$ cat config.mk
export PLATFORM = sky130hd
export DESIGN_NAME = ioPortRouter
export DESIGN_NICKNAME = d
export VERILOG_FILES = /design/src/rtl/ioRoutePkg.sv /design/src/rtl/ioRouteData.sv /design/src/rtl/ioRouteCtrl.sv /design/src/rtl/ioPortRouter.sv
export SDC_FILE = /design/constraint.sdc
export NUM_CORES = 1
export LEC_CHECK = 0
export ABC_AREA = 1
export BUFFER_PORTS_ARGS = -buffer_cell sky130_fd_sc_hd__buf_2
export CORE_MARGIN = 2
export CORE_UTILIZATION = 35
export CTS_CLUSTER_SIZE = 14
export DETAILED_ROUTE_END_ITERATION = 10
export SLEW_MARGIN = 0
export SYNTH_ARGS = -nofsm -noshare
export SYNTH_HDL_FRONTEND = slang
export SYNTH_SLANG_ARGS = --single-unit
$ cat constraint.sdc
create_clock -name clk -period 5.9 [get_ports clk]
set_input_delay 0.885 -clock clk [delete_from_list [all_inputs] [get_ports clk]]
set_output_delay 0.885 -clock clk [all_outputs]
set_load 0.02 [all_outputs]
$ cat src/rtl/ioRoutePkg.sv
package ioRoutePkg;
  localparam int ADDR_W  = 16;
  localparam int DATA_W  = 16;
  localparam int BYTE_W  = 8;
  localparam int ALIAS_W = 9;

  localparam logic [ADDR_W-1:0] EEP_FIRST  = 16'h00B8;
  localparam logic [ADDR_W-1:0] EEP_LAST   = 16'h00BF;
  localparam logic [ADDR_W-1:0] CART_FIRST = 16'h00C0;
  localparam logic [ADDR_W-1:0] CART_LAST  = 16'h00FF;
  localparam logic [ALIAS_W-1:0] SOC_LAST  = 9'h0B7;

  typedef enum logic [1:0] {
    TGT_SOC  = 2'd0,
    TGT_EEP  = 2'd1,
    TGT_CART = 2'd2,
    TGT_OPEN = 2'd3
  } tgt_e;

  typedef struct packed {
    logic latch;    // capture a new request
    logic upper;    // second byte phase in progress
    logic wide;     // current phase is a word phase
    logic capLo;    // store byte result in low lane
    logic capHi;    // store byte result in high lane
    logic capWide;  // store full word result
  } strobe_t;

  function automatic logic colorOnly(input logic [ALIAS_W-1:0] lo);
    return (lo >= 9'h040 && lo <= 9'h06B) ||
           (lo >= 9'h070 && lo <= 9'h077) ||
           (lo >= 9'h09E && lo <= 9'h09F);
  endfunction

  function automatic tgt_e classify(input logic [ADDR_W-1:0] a, input logic colorOn);
    if (a >= EEP_FIRST && a <= EEP_LAST)   return TGT_EEP;
    if (a >= CART_FIRST && a <= CART_LAST) return TGT_CART;
    if (a[ALIAS_W-1:0] > SOC_LAST)         return TGT_OPEN;
    if (!colorOn && colorOnly(a[ALIAS_W-1:0])) return TGT_OPEN;
    return TGT_SOC;
  endfunction
endpackage

$ cat src/rtl/ioRouteData.sv
module ioRouteData
  import ioRoutePkg::*;
#(
  parameter logic [BYTE_W-1:0] OPEN_MONO  = 8'h90,
  parameter logic [BYTE_W-1:0] OPEN_COLOR = 8'h00
) (
  input  logic              clk,
  input  logic              rstN,
  input  strobe_t           stb,
  input  logic [ADDR_W-1:0] cpuAddr,
  input  logic              cpuWord,
  input  logic              cpuWrite,
  input  logic [DATA_W-1:0] cpuWdata,
  input  logic              colorMode,
  input  logic [DATA_W-1:0] socRdata,
  input  logic [DATA_W-1:0] eepRdata,
  input  logic [BYTE_W-1:0] cartRdata,
  output tgt_e              cls0,
  output tgt_e              cls1,
  output logic              isWord,
  output logic              isOdd,
  output logic              isWrite,
  output logic [ADDR_W-1:0] tgtAddr,
  output logic [DATA_W-1:0] tgtWdata,
  output logic [DATA_W-1:0] cpuRdata
);
  logic [ADDR_W-1:0] addrQ, addrNext;
  logic [DATA_W-1:0] wdataQ, rdataQ, readWide;
  logic              colorQ;
  logic [BYTE_W-1:0] openByte;
  tgt_e              curCls;

  always_ff @(posedge clk) begin
    if (!rstN) begin
      addrQ   <= '0;
      wdataQ  <= '0;
      isWord  <= 1'b0;
      isWrite <= 1'b0;
      colorQ  <= 1'b0;
      rdataQ  <= '0;
    end else if (stb.latch) begin
      addrQ   <= cpuAddr;
      wdataQ  <= cpuWdata;
      isWord  <= cpuWord;
      isWrite <= cpuWrite;
      colorQ  <= colorMode;
      rdataQ  <= '0;
    end else if (stb.capWide) begin
      rdataQ <= readWide;
    end else if (stb.capLo) begin
      rdataQ[BYTE_W-1:0] <= readWide[BYTE_W-1:0];
    end else if (stb.capHi) begin
      rdataQ[DATA_W-1:BYTE_W] <= readWide[BYTE_W-1:0];
    end
  end

  always_comb begin
    addrNext = ADDR_W'(addrQ + 1'b1);
    cls0     = classify(addrQ, colorQ);
    cls1     = classify(addrNext, colorQ);
    isOdd    = addrQ[0];
    curCls   = stb.upper ? cls1 : cls0;
    openByte = colorQ ? OPEN_COLOR : OPEN_MONO;
    tgtAddr  = stb.upper ? addrNext : addrQ;
    if (stb.wide)
      tgtWdata = wdataQ;
    else
      tgtWdata = {{(DATA_W-BYTE_W){1'b0}},
                  stb.upper ? wdataQ[DATA_W-1:BYTE_W] : wdataQ[BYTE_W-1:0]};
    case (curCls)
      TGT_SOC:  readWide = socRdata;
      TGT_EEP:  readWide = eepRdata;
      TGT_CART: readWide = {{(DATA_W-BYTE_W){1'b0}}, cartRdata};
      default:  readWide = {openByte, openByte};
    endcase
  end

  assign cpuRdata = rdataQ;
endmodule

$ cat src/rtl/ioRouteCtrl.sv
module ioRouteCtrl
  import ioRoutePkg::*;
(
  input  logic    clk,
  input  logic    rstN,
  input  logic    cpuReq,
  input  logic    cartSlow,
  input  tgt_e    cls0,
  input  tgt_e    cls1,
  input  logic    isWord,
  input  logic    isOdd,
  input  logic    isWrite,
  output strobe_t stb,
  output logic    socReq,
  output logic    eepReq,
  output logic    cartReq,
  output logic    tgtWord,
  output logic    cpuReady
);
  typedef enum logic [1:0] {ST_IDLE, ST_RUN, ST_GAP, ST_DONE} state_e;

  state_e stateQ;
  logic   phaseQ, waitQ;
  logic   split, wide, running, lastCyc, capture;
  tgt_e   curCls;

  always_comb begin
    split   = isWord && (isOdd ? !(cls0 == TGT_EEP && cls1 == TGT_EEP)
                               : (cls0 == TGT_CART));
    wide    = isWord && !split;
    curCls  = phaseQ ? cls1 : cls0;
    running = (stateQ == ST_RUN);
    lastCyc = (curCls != TGT_CART) || !cartSlow || waitQ;
    capture = running && lastCyc && !isWrite;

    socReq   = running && (curCls == TGT_SOC);
    eepReq   = running && (curCls == TGT_EEP);
    cartReq  = running && (curCls == TGT_CART);
    tgtWord  = running && wide;
    cpuReady = (stateQ == ST_DONE);

    stb.latch   = (stateQ == ST_IDLE) && cpuReq;
    stb.upper   = phaseQ;
    stb.wide    = wide;
    stb.capWide = capture && wide;
    stb.capLo   = capture && !wide && !phaseQ;
    stb.capHi   = capture && !wide && phaseQ;
  end

  always_ff @(posedge clk) begin
    if (!rstN) begin
      stateQ <= ST_IDLE;
      phaseQ <= 1'b0;
      waitQ  <= 1'b0;
    end else begin
      case (stateQ)
        ST_IDLE: if (cpuReq) begin
          stateQ <= ST_RUN;
          phaseQ <= 1'b0;
          waitQ  <= 1'b0;
        end
        ST_RUN: begin
          if (!lastCyc) begin
            waitQ <= 1'b1;
          end else begin
            waitQ <= 1'b0;
            if (split && !phaseQ) begin
              phaseQ <= 1'b1;
              stateQ <= isOdd ? ST_GAP : ST_RUN;
            end else begin
              stateQ <= ST_DONE;
            end
          end
        end
        ST_GAP:  stateQ <= ST_RUN;
        default: begin
          stateQ <= ST_IDLE;
          phaseQ <= 1'b0;
        end
      endcase
    end
  end
endmodule

$ cat src/rtl/ioPortRouter.sv
module ioPortRouter
  import ioRoutePkg::*;
#(
  parameter logic [7:0] OPEN_MONO  = 8'h90,
  parameter logic [7:0] OPEN_COLOR = 8'h00
) (
  input  logic        clk,
  input  logic        rstN,
  input  logic        colorMode,
  input  logic        cartSlow,
  input  logic        cpuReq,
  input  logic [15:0] cpuAddr,
  input  logic        cpuWord,
  input  logic        cpuWrite,
  input  logic [15:0] cpuWdata,
  output logic [15:0] cpuRdata,
  output logic        cpuReady,
  output logic [15:0] tgtAddr,
  output logic [15:0] tgtWdata,
  output logic        tgtWord,
  output logic        tgtWrite,
  output logic        socReq,
  input  logic [15:0] socRdata,
  output logic        eepReq,
  input  logic [15:0] eepRdata,
  output logic        cartReq,
  input  logic [7:0]  cartRdata
);
  strobe_t stb;
  tgt_e    cls0, cls1;
  logic    isWord, isOdd, isWrite;

  ioRouteData #(.OPEN_MONO(OPEN_MONO), .OPEN_COLOR(OPEN_COLOR)) i_data (
    .clk(clk), .rstN(rstN), .stb(stb),
    .cpuAddr(cpuAddr), .cpuWord(cpuWord), .cpuWrite(cpuWrite),
    .cpuWdata(cpuWdata), .colorMode(colorMode),
    .socRdata(socRdata), .eepRdata(eepRdata), .cartRdata(cartRdata),
    .cls0(cls0), .cls1(cls1), .isWord(isWord), .isOdd(isOdd),
    .isWrite(isWrite), .tgtAddr(tgtAddr), .tgtWdata(tgtWdata),
    .cpuRdata(cpuRdata)
  );

  ioRouteCtrl i_ctrl (
    .clk(clk), .rstN(rstN), .cpuReq(cpuReq), .cartSlow(cartSlow),
    .cls0(cls0), .cls1(cls1), .isWord(isWord), .isOdd(isOdd),
    .isWrite(isWrite), .stb(stb),
    .socReq(socReq), .eepReq(eepReq), .cartReq(cartReq),
    .tgtWord(tgtWord), .cpuReady(cpuReady)
  );

  assign tgtWrite = isWrite;
endmodule

---- Word-level counts from Yosys, hierarchy flattened ----
Cells that the tools add are included.
storage, ports and cells
  register bits after elaboration ......... 55
  output and inout bits ................... 54
operators by class
  $add $sub $neg .......................... 1
  order comparisons ....................... 22
  equal/unequal tests ..................... 13
  muxes and demuxes ....................... 58
  bitwise operators ....................... 2
  reductions and logical operators ........ 50
operator list
  kind                                                           count
  >= comparator 16 x 8 -> 1 bit, second input constant           4
  <= comparator 16 x 8 -> 1 bit, second input constant           4
  two-way mux 16 bit                                             3
  case mux 16 bit (3 select lines)                               1
  two-way mux 2 bit                                              21
  two-way mux 8 bit                                              5
  >= comparator 9 x 7 -> 1 bit, second input constant            4
  <= comparator 9 x 7 -> 1 bit, second input constant            4
  logical AND 1 bit                                              27
  two-way mux 1 bit                                              25
  >= comparator 9 x 8 -> 1 bit, second input constant            2
  greater-than comparator 9 x 8 -> 1 bit, second input constant  2
  <= comparator 9 x 8 -> 1 bit, second input constant            2
  adder 16 x 1 -> 16 bit, second input constant                  1
  inequality test 2 bit, second input constant                   5
  == test 2 x 1 -> 1 bit, second input constant                  4
  == test 2 bit, second input constant                           4
  zero test 1 bit                                                7
  logical OR 1 bit                                               6
  case mux 2 bit (3 select lines)                                1
  AND reduction 2 bit                                            3
  nonzero test 2 bit                                             3
  zero test 2 bit                                                2
  AND reduction 4 bit                                            1
  4 further kinds                                                5

---- Depth between registers and ports, before layout ----
  depth after elaboration ................. 27
  mapped depth ............................ 25
  depth with buffers taken out ............ 25

---- Hierarchy ----
A second synthesis with hierarchy kept.
unflattened totals
  cells, all modules ...................... 628
  area total of the unflattened synthesis .. 3728.6 um^2
by module, submodules not included
  module       instances  cells each  area each (um^2)  sequential area each (um^2)
  ioRouteData  1          561         3349.5            1021.0
  ioRouteCtrl  1          67          379.1             80.1

---- Worst setup path after synthesis ----
OpenSTA, ideal clock, no wires.
  path kind ............................... reg2out
  start point ............................. register i_data.addrQ[1]
  end point ............................... output tgtWdata[6]
  data arrival time ....................... 2.643 ns
  data required time ...................... 5.015 ns
  setup slack ............................. 2.372 ns
  cell stages (with the launch flop) ...... 14
  path buffers ............................ 1
  cell sequence ........................... dfxtp_1 ha_1 nand3_2 nor2_4 xor2_2 nand2_1 nor4_1 nand4_1 a21oi_4 nor2_1 inv_1 buf_2 nand2_1 o21ai_0
on the way
  word-level cells in the longest chain between the ends .. 22
  elaborated cells between the ends (all ways) .. 83
RTL lines
  element                                               line                                source
  start, declared                                       ioRouteData.sv:27                   logic [ADDR_W-1:0] addrQ, addrNext;
  start signal, assigned                                ioRouteData.sv:42                   addrQ <= cpuAddr;
  adder 16 x 1 -> 16 bit                                ioRouteData.sv:58                   addrNext = ADDR_W'(addrQ + 1'b1);
  >= comparator 9 x 7 -> 1 bit (tied with other cells)  ioRoutePkg.sv:30                    return (lo >= 9'h040 && lo <= 9'h06B) ||
  logical AND 1 bit, on equally long branches           ioRoutePkg.sv:30, ioRoutePkg.sv:31
  logical OR 1 bit                                      ioRoutePkg.sv:30
  logical OR 1 bit                                      ioRoutePkg.sv:31                    (lo >= 9'h070 && lo <= 9'h077) ||
  logical AND 1 bit                                     ioRoutePkg.sv:39                    if (!colorOn && colorOnly(a[ALIAS_W-1:0])) return TGT_OPEN;
  two-way mux 1 bit (2 in a row)                        ioRoutePkg.sv:39
  two-way mux 1 bit                                     ioRoutePkg.sv:38                    if (a[ALIAS_W-1:0] > SOC_LAST) return TGT_OPEN;
  (+5 left out)                                         -
  == test 2 x 1 -> 1 bit                                ioRouteCtrl.sv:28                   split = isWord && (isOdd ? !(cls0 == TGT_EEP && cls1 == TGT_EEP)
  logical AND 1 bit                                     ioRouteCtrl.sv:28
  zero test 1 bit                                       ioRouteCtrl.sv:28
  two-way mux 1 bit *                                   ioRouteCtrl.sv:28
  logical AND 1 bit *                                   ioRouteCtrl.sv:28
  zero test 1 bit *                                     ioRouteCtrl.sv:30                   wide = isWord && !split;
  logical AND 1 bit *                                   ioRouteCtrl.sv:30
  two-way mux 16 bit *                                  ioRouteData.sv:65                   if (stb.wide)
  end, declared                                         ioPortRouter.sv:19                  output logic [15:0] tgtWdata,
Every way passes the cells marked *; elsewhere a longest branch is shown, timed or not. The select of a mux whose other input is x is not followed.

---- Final worst setup path ----
  start point ............................. register i_data.addrQ[0]
  end point ............................... output tgtWdata[7]
Same word-level chain as after synthesis.

==> results by group <==
Yosys
  – Async SR Flop Fraction: 0
  – Mapped Cells: ~600
  – Top cells by area, synth: dfxtp_1, nand2_1, o21ai_0
  – Yosys reg bits: 55
  – Most used DFF post-synth: dfxtp_1
  – Cell area after synthesis: about 3700 µm²
  – Ys Warns: 0
  – Most common cell in the netlist: nand2_1
  – Top cells by count, synth: nand2_1, nor2_1, o21ai_0
  – Synth top area share: 0.298
  – Count of flip-flops with a built-in enable after synthesis: 0
  – Avg Cell Area, Syn: 6.19 µm²
  – Leading area contributor after synthesis: dfxtp_1
  – Syn Nets: 680
  – Sequential-to-total area share from yosys stat: 0.298
  – Unique masters post-synth: 39

Critical path
  – CP max stage cell: dfxtp_1
  – Crit path DAT: 3.55 ns
  – CP cell instances: ha_1 -> nand3_2 -> nor2_4 -> xor2_2 -> nand2_1 -> nor4_1 -> nand4_1 -> a21oi_4 -> nor2_1 -> inv_1 -> nand2_1 -> o21ai_0 -> buf_2
  – CP most frequent cell: nand2_1
  – Startpoint types: register
  – Crit Path Category: reg2out
  – Worst-path fanout max: 16
  – Worst stage delay on the critical path: ~0.56 ns
  – Crit path required time: about 5.0 ns
  – Critical Path End Type: output port

Routing
  – Drt total wl: 11,300 µm
  – Detailed Route Iter0 Violations: between 300 and 400
  – # DRC: 0
  – Final ANT Viol Nets: 0
  – Via count: roughly 4,200
  – Initial DRT Pass Iterations: 8
  – Avg Vias per Cell: ~5
  – Average wire per standard cell: about 13 µm

Clock tree
  – Clock buffer depth: 2
  – Clk slew on worst S/H paths: approximately 0.10 ns
  – TritonCTS clock tree: done
  – H-tree depth: 2
  – Cts repair resizes: 0
  – CTS Buf Count: 5
  – CTS Root Cell: clkbuf_8
  – Post-CTS setup buffer count: 0
  – Clock tree sinks: 55
  – Hold-fix buffers at CTS: 0
  – Clk_lat worst skew: between 0.3 and 0.4 ns

STA
  – Unrepaired setup endpoints after global routing: false
  – Final TNS setup: 0 ns
  – Worst setup slack after layout: between 1 and 1.5 ns
  – # setup viols final: 0
  – Max-slew violation count: 0
  – Min cycle time layout: about 4.4 ns
  – Clock skew: between 0.004 and 0.005 ns
  – Max-slew headroom: 0.273
  – Final Hold Viols: 0
  – Hold slack: between 0.4 and 0.5 ns
  – Tightest Pin Transition: around 1.1 ns
  – Max Freq: roughly 230 MHz
  – Period utilization: 0.751

Global routing
  – Overflow after GRT: 0
  – Largest net degree at the start of global routing: 62
  – Tot GR Track Use: 0.200
  – Initial antenna violation count: 0
  – Vias in the first global route: ~4,000
  – Global-route wire length before repair: approximately 19,000 µm

Floorplanning
  – Initial Util: 0.360
  – Row count: 37
  – Core footprint: 10,300 µm²
  – Die H: 107 µm
  – Die Span X: approximately 110 µm
  – Io pins: ~130
  – Die ar.: 11,400 µm²

Final layout
  – Final-layout fill cell count: about 1,200
  – Final Non-Filler Cells: roughly 850
  – Synth-to-layout area growth: 21.8%
  – # nets final: 797
  – N_diodes: 0
  – Layout cells sized above 1: 0.243

Placement
  – GP Congestion: approximately 0.97
  – Placed Instances: between 800 and 900
  – HPWL after DPL: between 9000 and 10,000 µm
  – Pre-CTS setup slack: between 1.5 and 2 ns
  – Port bufs: 132

Power and ir drop
  – PwrDens: 260 nW/µm²
  – Worst vdd ir: 158 µV
  – Final Power: 1170 µW
  – Leak: 0.00226 µW

Worst hold path
  – Worst hold path class: reg2reg

Run status
  – Run status: finished clean

Flow run
  – MaxCap Viol Count: 0
==> layout make-up <==
cell class                 instances  area [µm²]  share of cell area
sequential                        55        1100               0.244
clock inverter                     3        18.8             0.00416
clock buffer                       5        68.8              0.0153
multi-input combinational        446        2200               0.488
inverter                          74         280              0.0622
timing repair buffer             133         668               0.148
tap                              136         170              0.0377
==> placed cells by master, fill, tap and decap left out, types with 2 or more instances in the layout <==
cell type and n:
a21oi_1 48, buf_2 132, clkbuf_8 5, clkinv_2 2
dfxtp_1 55, ha_1 3, inv_1 68, inv_2 4
nand2_1 144, nand2_2 5, nand2_4 2, nand3_1 36
nand3_2 4, nand4_1 11, nor2_1 78, nor2_2 5
nor2_4 4, nor3_1 3, nor4_1 2, o211ai_1 2
o21ai_0 72, o21ai_1 5, o31ai_1 3, xor2_1 6
xor2_2 3
==> stage by stage <==
stage / util / area, µm²
floorplan: - / 3700
global placement: 0.430 / 4420
global route: 0.439 / 4510
finish: 0.439 / 4510
CTS: 0.439 / 4510
detailed placement: 0.430 / 4420
==> critical path, delay by kind of cell (launching register included) <==
family	cells	cell delay, ns
adder cells (fa/ha/maj)	1	0.33
flip-flops	1	0.56
XOR/XNOR	1	0.20
buffers and inverters	2	0.54
AO/OA/AOI/OAI	2	0.38
AND/OR/NAND/NOR	7	1.20
==> final timing paths <==
check	slack, ns	end	cells past startpoint	start
setup reg to reg	2.54	i_data.cpuRdata[9]	22	i_data.addrQ[0]
hold reg to reg	0.49	i_data.wdataQ[15]	2	i_data.wdataQ[15]
setup / recovery	1.47	tgtWdata[7]	13	i_data.addrQ[0]
hold / removal	0.49	i_data.wdataQ[15]	2	i_data.wdataQ[15]
==> flip-flops by register name, indices dropped and copies added, names as in the netlist <==
| signal | flops |
|---|---|
| i_ctrl.stateQ | 2 |
| i_data.isWord | 1 |
| i_ctrl.waitQ | 1 |
| i_data.wdataQ | 16 |
| i_ctrl.phaseQ | 1 |
| i_data.isWrite | 1 |
| i_data.cpuRdata | 16 |
| i_data.colorQ | 1 |
| i_data.addrQ | 16 |
==> report_power, final <==
group          switching (µW)  internal [µW]
combinational             349            157
clock                     130           84.0
sequential               41.2            413
total                     520            654
==> layer usage <==
metal,share of wire,vias up,track usage,routed length (µm)
met2,0.47,106,0.332,5360
li1,-,2159,-,-
met5,0,-,0,0
met3,0.050,10,0.0365,568
met4,0.011,0,0.0473,127
met1,0.47,1953,0.271,5290
==> cell families (layout without fill, tap and decap cells) <==
group | count (synthesis) | count (layout) | share of synthesized area
AO/OA/AOI/OAI | 134 | 134 | 0.191
XOR/XNOR | 10 | 10 | 0.0298
adder cells (fa/ha/maj) | 3 | 3 | 0.0101
buffers and inverters | 97 | 215 | 0.108
flip-flops | 55 | 55 | 0.298
AND/OR/NAND/NOR | 299 | 299 | 0.364
No activity file was read; power rests on OpenSTA's default activity.
